[config.mk]
export PLATFORM = sky130hd
export DESIGN_NAME = i2c_adc_target
export DESIGN_NICKNAME = d
export VERILOG_FILES = /design/src/rtl/i2c_adc_pkg.sv /design/src/rtl/i2c_line_sync.sv /design/src/rtl/i2c_adc_cmd_reg.sv /design/src/rtl/i2c_adc_result_buf.sv /design/src/rtl/i2c_adc_fsm.sv /design/src/rtl/i2c_adc_target.sv
export SDC_FILE = /design/constraint.sdc
export NUM_CORES = 1
export LEC_CHECK = 0
export BUFFER_PORTS_ARGS = -buffer_cell sky130_fd_sc_hd__buf_2
export CORE_ASPECT_RATIO = 1.2
export CORE_UTILIZATION = 50
export DETAILED_ROUTE_END_ITERATION = 12
export GPL_TIMING_DRIVEN = 0
export HOLD_SLACK_MARGIN = 0.03
export PLACE_DENSITY = 0.73
export SLEW_MARGIN = 10
export SYNTH_ARGS = -nofsm -noshare
export SYNTH_HDL_FRONTEND = slang
export SYNTH_SLANG_ARGS = --single-unit
[constraint.sdc]
create_clock -name clk -period 5.5 [get_ports clk]
set_clock_uncertainty 0.05 [all_clocks]
set_input_delay 1.65 -clock clk [delete_from_list [all_inputs] [get_ports clk]]
set_output_delay 1.65 -clock clk [all_outputs]
set_load 0.005 [all_outputs]
[src/rtl/i2c_adc_pkg.sv]
package i2c_adc_pkg;

    localparam int BYTE_W = 8;
    localparam int CNT_W  = 4;

    typedef enum logic [3:0] {
        ST_IDLE,
        ST_ADDR,
        ST_ADDR_ACK,
        ST_CMD,
        ST_CMD_ACK,
        ST_TX,
        ST_MACK,
        ST_IGNORE
    } tgt_state_t;

    typedef struct packed {
        logic [2:0] chan;
        logic       pd;
        logic       mode8;
    } adc_cfg_t;

    localparam adc_cfg_t CFG_RESET = '{chan: 3'd0, pd: 1'b0, mode8: 1'b0};

endpackage

[src/rtl/i2c_line_sync.sv]
module i2c_line_sync #(
    parameter int SYNC_STAGES = 2
) (
    input  logic clk,
    input  logic rst_n,
    input  logic scl_i,
    input  logic sda_i,
    output logic sda_s,
    output logic scl_rise,
    output logic scl_fall,
    output logic bus_start,
    output logic bus_stop
);

    localparam int LAST = SYNC_STAGES - 1;

    logic [SYNC_STAGES-1:0] scl_ff;
    logic [SYNC_STAGES-1:0] sda_ff;
    logic                   scl_p;
    logic                   sda_p;
    logic                   scl_s;

    always_ff @(posedge clk or negedge rst_n) begin
        if (!rst_n) begin
            scl_ff <= '1;
            sda_ff <= '1;
            scl_p  <= 1'b1;
            sda_p  <= 1'b1;
        end else begin
            scl_ff <= {scl_ff[SYNC_STAGES-2:0], scl_i};
            sda_ff <= {sda_ff[SYNC_STAGES-2:0], sda_i};
            scl_p  <= scl_ff[LAST];
            sda_p  <= sda_ff[LAST];
        end
    end

    assign scl_s     = scl_ff[LAST];
    assign sda_s     = sda_ff[LAST];
    assign scl_rise  = scl_s & ~scl_p;
    assign scl_fall  = ~scl_s & scl_p;
    // data edges while the clock line stays high mark frame boundaries
    assign bus_start = scl_s & scl_p & sda_p & ~sda_s;
    assign bus_stop  = scl_s & scl_p & ~sda_p & sda_s;

endmodule

[src/rtl/i2c_adc_cmd_reg.sv]
module i2c_adc_cmd_reg
    import i2c_adc_pkg::*;
(
    input  logic        clk,
    input  logic        rst_n,
    input  logic        load,
    input  logic [7:0]  cmd_byte,
    output adc_cfg_t    cfg
);

    adc_cfg_t decoded;
    logic     cmd_valid;
    logic     unused_dc;

    always_comb begin
        cmd_valid     = cmd_byte[7];
        decoded.chan  = cmd_byte[6:4];
        decoded.pd    = cmd_byte[2];
        decoded.mode8 = cmd_byte[1];
    end

    assign unused_dc = cmd_byte[3] ^ cmd_byte[0];

    always_ff @(posedge clk or negedge rst_n) begin
        if (!rst_n) begin
            cfg <= CFG_RESET;
        end else if (load && cmd_valid) begin
            cfg <= decoded;
        end
    end

endmodule

[src/rtl/i2c_adc_result_buf.sv]
module i2c_adc_result_buf #(
    parameter int RES_W = 12
) (
    input  logic             clk,
    input  logic             rst_n,
    input  logic             conv_done,
    input  logic [RES_W-1:0] conv_data,
    output logic [7:0]       byte_hi,
    output logic [7:0]       byte_lo
);

    localparam int LO_BITS  = RES_W - 8;
    localparam int PAD_BITS = 8 - LO_BITS;

    logic [RES_W-1:0] res_q;

    always_ff @(posedge clk or negedge rst_n) begin
        if (!rst_n) begin
            res_q <= '0;
        end else if (conv_done) begin
            res_q <= conv_data;
        end
    end

    assign byte_hi = res_q[RES_W-1 -: 8];
    assign byte_lo = {res_q[LO_BITS-1:0], {PAD_BITS{1'b0}}};

endmodule

[src/rtl/i2c_adc_fsm.sv]
module i2c_adc_fsm
    import i2c_adc_pkg::*;
#(
    parameter logic [6:0] DEV_ADDR = 7'h48
) (
    input  logic       clk,
    input  logic       rst_n,
    input  logic       sda_s,
    input  logic       scl_rise,
    input  logic       scl_fall,
    input  logic       bus_start,
    input  logic       bus_stop,
    input  logic       mode8,
    input  logic [7:0] byte_hi,
    input  logic [7:0] byte_lo,
    output logic [7:0] rx_byte,
    output logic       cmd_load,
    output logic       conv_req,
    output logic       sda_oe
);

    tgt_state_t        state_q;
    tgt_state_t        state_d;
    logic [CNT_W-1:0]  bit_cnt;
    logic [7:0]        rx_sh;
    logic [7:0]        tx_sh;
    logic              rd_q;
    logic              more_q;
    logic              byte_idx;
    logic              byte_done;
    logic              addr_hit;

    assign byte_done = (bit_cnt == CNT_W'(BYTE_W));
    assign addr_hit  = (rx_sh[7:1] == DEV_ADDR);
    assign rx_byte   = rx_sh;

    // next-state logic
    always_comb begin
        state_d = state_q;
        if (bus_stop) begin
            state_d = ST_IDLE;
        end else if (bus_start) begin
            state_d = ST_ADDR;
        end else begin
            unique case (state_q)
                ST_ADDR:     if (scl_fall && byte_done) state_d = addr_hit ? ST_ADDR_ACK : ST_IGNORE;
                ST_ADDR_ACK: if (scl_fall) state_d = rd_q ? ST_TX : ST_CMD;
                ST_CMD:      if (scl_fall && byte_done) state_d = ST_CMD_ACK;
                ST_CMD_ACK:  if (scl_fall) state_d = ST_CMD;
                ST_TX:       if (scl_fall && byte_done) state_d = ST_MACK;
                ST_MACK:     if (scl_fall) state_d = more_q ? ST_TX : ST_IGNORE;
                default:     state_d = state_q;
            endcase
        end
    end

    // state register
    always_ff @(posedge clk or negedge rst_n) begin
        if (!rst_n) state_q <= ST_IDLE;
        else        state_q <= state_d;
    end

    // datapath and registered outputs
    always_ff @(posedge clk or negedge rst_n) begin
        if (!rst_n) begin
            bit_cnt  <= '0;
            rx_sh    <= '0;
            tx_sh    <= '0;
            rd_q     <= 1'b0;
            more_q   <= 1'b0;
            byte_idx <= 1'b0;
            cmd_load <= 1'b0;
            conv_req <= 1'b0;
            sda_oe   <= 1'b0;
        end else begin
            cmd_load <= 1'b0;
            conv_req <= 1'b0;
            if (bus_start || bus_stop) begin
                bit_cnt  <= '0;
                sda_oe   <= 1'b0;
                byte_idx <= 1'b0;
                more_q   <= 1'b0;
            end else begin
                unique case (state_q)
                    ST_ADDR: begin
                        if (scl_rise) begin
                            rx_sh   <= {rx_sh[6:0], sda_s};
                            bit_cnt <= bit_cnt + 1'b1;
                        end else if (scl_fall && byte_done) begin
                            bit_cnt <= '0;
                            if (addr_hit) begin
                                sda_oe   <= 1'b1;
                                rd_q     <= rx_sh[0];
                                conv_req <= rx_sh[0];
                            end
                        end
                    end
                    ST_ADDR_ACK: begin
                        if (scl_fall) begin
                            bit_cnt  <= '0;
                            byte_idx <= 1'b0;
                            if (rd_q) begin
                                tx_sh  <= byte_hi;
                                sda_oe <= ~byte_hi[7];
                            end else begin
                                sda_oe <= 1'b0;
                            end
                        end
                    end
                    ST_CMD: begin
                        if (scl_rise) begin
                            rx_sh   <= {rx_sh[6:0], sda_s};
                            bit_cnt <= bit_cnt + 1'b1;
                        end else if (scl_fall && byte_done) begin
                            bit_cnt  <= '0;
                            sda_oe   <= 1'b1;
                            cmd_load <= 1'b1;
                        end
                    end
                    ST_CMD_ACK: begin
                        if (scl_fall) sda_oe <= 1'b0;
                    end
                    ST_TX: begin
                        if (scl_rise) begin
                            bit_cnt <= bit_cnt + 1'b1;
                        end else if (scl_fall) begin
                            if (byte_done) begin
                                sda_oe  <= 1'b0;
                                bit_cnt <= '0;
                            end else if (bit_cnt != '0) begin
                                tx_sh  <= {tx_sh[6:0], 1'b0};
                                sda_oe <= ~tx_sh[6];
                            end
                        end
                    end
                    ST_MACK: begin
                        if (scl_rise) begin
                            more_q <= ~sda_s & ~mode8 & ~byte_idx;
                        end else if (scl_fall && more_q) begin
                            tx_sh    <= byte_lo;
                            sda_oe   <= ~byte_lo[7];
                            byte_idx <= 1'b1;
                            bit_cnt  <= '0;
                        end
                    end
                    default: begin
                        sda_oe <= 1'b0;
                    end
                endcase
            end
        end
    end

endmodule

[src/rtl/i2c_adc_target.sv]
module i2c_adc_target
    import i2c_adc_pkg::*;
#(
    parameter logic [6:0] DEV_ADDR    = 7'h48,
    parameter int         RES_W       = 12,
    parameter int         SYNC_STAGES = 2
) (
    input  logic             clk,
    input  logic             rst_n,
    input  logic             scl_i,
    input  logic             sda_i,
    output logic             sda_oe,
    output logic             conv_req,
    input  logic             conv_done,
    input  logic [RES_W-1:0] conv_data,
    output logic [2:0]       cfg_chan,
    output logic             cfg_pd,
    output logic             cfg_mode8
);

    logic       sda_s;
    logic       scl_rise;
    logic       scl_fall;
    logic       bus_start;
    logic       bus_stop;
    logic [7:0] rx_byte;
    logic       cmd_load;
    logic [7:0] byte_hi;
    logic [7:0] byte_lo;
    adc_cfg_t   cfg;

    i2c_line_sync #(.SYNC_STAGES(SYNC_STAGES)) u_sync (
        .clk       (clk),
        .rst_n     (rst_n),
        .scl_i     (scl_i),
        .sda_i     (sda_i),
        .sda_s     (sda_s),
        .scl_rise  (scl_rise),
        .scl_fall  (scl_fall),
        .bus_start (bus_start),
        .bus_stop  (bus_stop)
    );

    i2c_adc_fsm #(.DEV_ADDR(DEV_ADDR)) u_fsm (
        .clk       (clk),
        .rst_n     (rst_n),
        .sda_s     (sda_s),
        .scl_rise  (scl_rise),
        .scl_fall  (scl_fall),
        .bus_start (bus_start),
        .bus_stop  (bus_stop),
        .mode8     (cfg.mode8),
        .byte_hi   (byte_hi),
        .byte_lo   (byte_lo),
        .rx_byte   (rx_byte),
        .cmd_load  (cmd_load),
        .conv_req  (conv_req),
        .sda_oe    (sda_oe)
    );

    i2c_adc_cmd_reg u_cmd (
        .clk      (clk),
        .rst_n    (rst_n),
        .load     (cmd_load),
        .cmd_byte (rx_byte),
        .cfg      (cfg)
    );

    i2c_adc_result_buf #(.RES_W(RES_W)) u_res (
        .clk       (clk),
        .rst_n     (rst_n),
        .conv_done (conv_done),
        .conv_data (conv_data),
        .byte_hi   (byte_hi),
        .byte_lo   (byte_lo)
    );

    assign cfg_chan  = cfg.chan;
    assign cfg_pd    = cfg.pd;
    assign cfg_mode8 = cfg.mode8;

endmodule

# [Yosys cells after proc, flatten, opt, wreduce, memory -nomap -nowiden]
# Index checks and enable logic that the tools add are counted.
[classes] addsub=1 eq_ne=37 mux=63 bitwise_logic=20 reduce_logical=20
[op_table] cell="$mux W4" n=17
[op_table] cell="$mux W7" n=8
[op_table] cell="$ne A4 B1 Y1 const B" n=8
[op_table] cell="$mux W1" n=30
[op_table] cell="$pmux W4 S6" n=1
[op_table] cell="$ne A3 B1 Y1 const B" n=7
[op_table] cell="$pmux W7 S3" n=1
[op_table] cell="$pmux W4 S4" n=1
[op_table] cell="$reduce_and A7 Y1" n=2
[op_table] cell="$eq A4 B3 Y1 const B" n=3
[op_table] cell="$ne A3 B2 Y1 const B" n=4
[op_table] cell="$reduce_and A12 Y1" n=1
[op_table] cell="$not A1 Y1" n=11
[op_table] cell="$ne A2 B1 Y1 const B" n=5
[op_table] cell="$reduce_and A10 Y1" n=1
[op_table] cell="$and A1 B1 Y1" n=9
[op_table] cell="$eq A4 B2 Y1 const B" n=2
[op_table] cell="$ne A4 B2 Y1 const B" n=2
[op_table] cell="$reduce_bool A8 Y1" n=1
[op_table] cell="$eq A7 B7 Y1 const B" n=1
[op_table] cell="$mux W3" n=2
[op_table] cell="$ne A2 B2 Y1 const B" n=3
[op_table] cell="$pmux W1 S6" n=1
[op_table] cell="$reduce_bool A3 Y1" n=2
[op_table] cell="15 further kinds" n=18
[totals] ff_bits=52 input_bits=17 out_inout_bits=7 word_cells=159

# [Depth between registers and ports, before layout]
[logic_depth] ltp_word=7 mapped_depth=8 depth_no_buf=7

# [Hierarchy]
# Synthesis repeated with hierarchy kept, for this count alone.
[hier_totals] hier_cells=229 hier_area_um2=2572.5
[modules_own_cells] module="i2c_adc_fsm" instances=1 cells_each=178 area_per_inst_um2=1676.6 seq_area_each_um2=700.7
[modules_own_cells] module="i2c_adc_result_buf" instances=1 cells_each=30 area_per_inst_um2=518.0 seq_area_each_um2=300.3
[modules_own_cells] module="i2c_line_sync" instances=1 cells_each=10 area_per_inst_um2=190.2 seq_area_each_um2=157.7
[modules_own_cells] module="i2c_adc_cmd_reg" instances=1 cells_each=11 area_per_inst_um2=187.7 seq_area_each_um2=125.1

# [Worst setup path before layout]
# Ideal clock, no wire load.
[synth_path] path_kind="in2reg" startpoint="input port conv_done" endpoint="register u_res.res_q[0]" setup_ns=0.125 arrival_ns=2.332 t_required_ns=5.325 setup_slack_ns=2.993 stages=2 n_path_buf=1 cell_sequence="buf_1 > mux2_2"
[synth_lines] item="start: declaration" line_no="i2c_adc_target.sv:14" source="input logic conv_done,"
[synth_lines] item="end signal: assignment" line_no="i2c_adc_result_buf.sv:21" source="res_q <= conv_data;"
[synth_lines] item="end: declaration" line_no="i2c_adc_result_buf.sv:15" source="logic [RES_W-1:0] res_q;"
# No word-level cell between the ends.

# [Worst setup path in the final report]
[layout_path] startpoint="register, netlist name u_cmd.cfg[0]" endpoint="output port cfg_mode8"
[layout_lines] item="end: declaration" line_no="i2c_adc_target.sv:18" source="output logic cfg_mode8"
# No word-level cell between the ends.

==> flow_metrics.py <==
metrics = {
    "timing": {
        "worst_slew_pin_slew_ns": 0.511,
        "slew-limit-headroom": 0.659,
        "holdWs_ns": 0.310,
        "tns_ns": 0,
        "maxSlewViolCount": 0,
        "fin_crit_ns": 2.54,
        "grt_setup_unrepaired": "no",
        "finalHoldViolCount": 0,
        "max_freq_ghz": 0.394,
        "period_share": 0.462,
        "setup-violations-final": 0,
    },
    "floorplan": {
        "die_h_um": 81.4,
        "die-width_um": 68.2,
        "rows": 28,
        "die_area_um2": 5550,
        "io_pins": 24,
        "core_area_um2": 5010,
        "start_util": 0.524,
    },
    "worst_setup_path": {
        "required_ns": 3.80,
        "r2r_slack_ns": 3.38,
        "start_kind": "register",
        "ff2ff_path_depth": 8,
        "regToRegStartpoint": "u_sync.scl_p",
        "crit_buf_inv": 1,
        "cp_top_family": "flip-flops",
        "cp_cell_sequence": "buf_2",
        "cp.arrival_ns": 0.84,
        "cp-end-kind": "output port",
        "critPathMaxFanout": 3,
        "path_class": "register to output port",
        "cpMaxStageDelayCell": "dfrtp_1",
        "timing.rr.end": "u_fsm.bit_cnt[2]",
        "cp_slowest_stage_delay_ns": 0.40,
    },
    "synth": {
        "synth_area_um2": 2630,
        "synth_edf_count": 0,
        "async_reset_ff_frac": 1.00,
        "synthCells": 226,
        "ys_seq_elements": 51,
        "synth_ff_type": "dfrtp_1",
        "avgSynthCellArea_um2": 11.6,
        "syn_nets": 248,
        "yosysWarnings": 0,
        "ys_types": 56,
        "yosysSeqAreaShare": 0.489,
    },
    "routing": {
        "drc": 0,
        "antenna_left": 0,
        "vias": 1846,
        "routed_wl_um": 5010,
        "wl_per_cell_um": 15.7,
        "drtPass1Iterations": 4,
        "drtIter0Drc": 78,
        "via_per_inst": 5.81,
    },
    "placed_design": {
        "gp_congestion": 0.948,
        "numPortBuffers": 23,
        "hpwl_um": 3550,
    },
    "cts": {
        "cts_resized": 0,
        "clockBufferDepth": 2,
        "post_cts_buffers": 0,
        "cts.sinks": 51,
        "cts_buffers": 5,
        "cts_tree": "done",
        "cts-root-buf": "clkbuf_8",
        "clkLatencyLatePin_ns": 0.31,
        "clkTransAtPathRegs_ns": 0.09,
        "htreeDepth": 2,
        "cts_hold_buf": 0,
    },
    "global_routing": {
        "grt_use_total": 0.206,
        "grt_pass1_wl_um": 8470,
        "grt_pass1_vias": 1752,
        "antenna_found_initial": 0,
        "overflow": 0,
        "grt_max_degree": 52,
    },
    "final_layout": {
        "syn_to_final_growth_pct": 11.6,
        "n_antenna_cell": 0,
        "nets": 279,
        "drive_above_1_share": 0.376,
    },
    "power": {
        "powerDensity_nw_per_um2": 396,
        "ir_drop_uv": 217,
        "p_leak_nw": 1.35,
    },
    "run": {
        "cap_violations": 0,
    },
    "min_path": {
        "hold_start": "u_sync.scl_ff[0]",
        "hold_end": "u_sync.scl_ff[1]",
        "hp-class": "register to register",
        "hold_path_depth": 0,
    },
    "outcome": {
        "status": "completed",
    },
}
==> per-layer routing <==
metal,global-route usage,wire (um),vias to the layer above
li1,-,-,882
met1,0.298,2400,922
met2,0.308,2360,36
met3,0.0375,166,6
met4,0.0729,73,0
met5,0,0,-
==> synth_stat cells (all sizes together) (5+ instances only) <==
cell type   n  area, um^2
mux2       31         372
o21ai      13        68.8
inv        10        37.5
o22ai       7        43.8
ha          5        62.6
nand3      12        70.1
dfrtp      45        1130
dfstp       6         158
nand2      18        70.1
buf         7        38.8
nor2        9        48.8
a21oi      12        63.8
==> kinds of logic (layout without fill, tap and decap cells) <==
| group | Yosys count | in the layout | synth area share |
|---|---|---|---|
| fa+ha+maj | 5 | 5 | 0.0238 |
| mux | 33 | 33 | 0.149 |
| simple gates | 64 | 64 | 0.159 |
| compound gates | 56 | 56 | 0.151 |
| flops | 51 | 51 | 0.489 |
| buf+inv | 17 | 49 | 0.0290 |
==> stage by stage <==
step	util	power (mW)	cell area, um^2	instances	setup slack, ns
6_report	0.585	1.16	2930	318	2.96
3_5_place_dp	0.562	0.936	2820	309	2.73
4_1_cts	0.581	1.16	2910	317	2.95
2_1_floorplan	-	0.835	2630	226	2.99
5_1_grt	0.585	1.24	2930	318	2.93
3_3_place_gp	0.562	0.928	2820	309	2.75
==> layout make-up <==
cell class / instances / area, um^2
fillers: 438 / 2080
flip-flops and latches: 51 / 1280
multi-input cells: 158 / 1270
repair buffers: 24 / 135
clock buffers: 7 / 86.3
well taps: 60 / 75.1
plain buffers: 7 / 38.8
inverters: 10 / 37.5
clock inverters: 1 / 8.76
==> how the worst max path moves through the flow <==
stage	start	endpoint	depth (start not counted)
5_1_grt	u_cmd.cfg[0]	cfg_mode8	1
4_1_cts	u_cmd.cfg[0]	cfg_mode8	1
6_report	u_cmd.cfg[0]	cfg_mode8	1
2_1_floorplan	conv_done	u_res.res_q[0]	2
3_3_place_gp	conv_done	u_res.res_q[4]	3
3_5_place_dp	conv_done	u_res.res_q[9]	3
==> power by group <==
group          switching (mW)  leakage (nW)  total [mW]  internal [mW]
Sequential             0.0648         0.650       0.508          0.443
Combinational           0.234         0.656       0.428          0.193
Clock                   0.122        0.0484       0.225          0.103
Total                   0.421          1.35        1.16          0.740
==> flip-flops by register name, indices dropped and copies added (netlist names), 2 cells and up <==
signal         count
u_fsm.state_q      3
u_sync.sda_ff      2
u_cmd.cfg          5
u_res.res_q       12
u_fsm.bit_cnt      4
u_fsm.tx_sh        7
u_fsm.rx_byte      8
u_sync.scl_ff      2
==> placed cells by master, fill, tap and decap left out, types with 7 or more instances in the layout <==
| cell | n |
|---|---|
| a21oi_1 | 11 |
| buf_2 | 27 |
| dfrtp_1 | 45 |
| inv_1 | 8 |
| mux2_2 | 25 |
| nand2_1 | 17 |
| nand3_1 | 10 |
| nor2_1 | 7 |
| o21ai_1 | 7 |
| o22ai_1 | 7 |
Note: power is estimated with default switching activity, not from simulation.
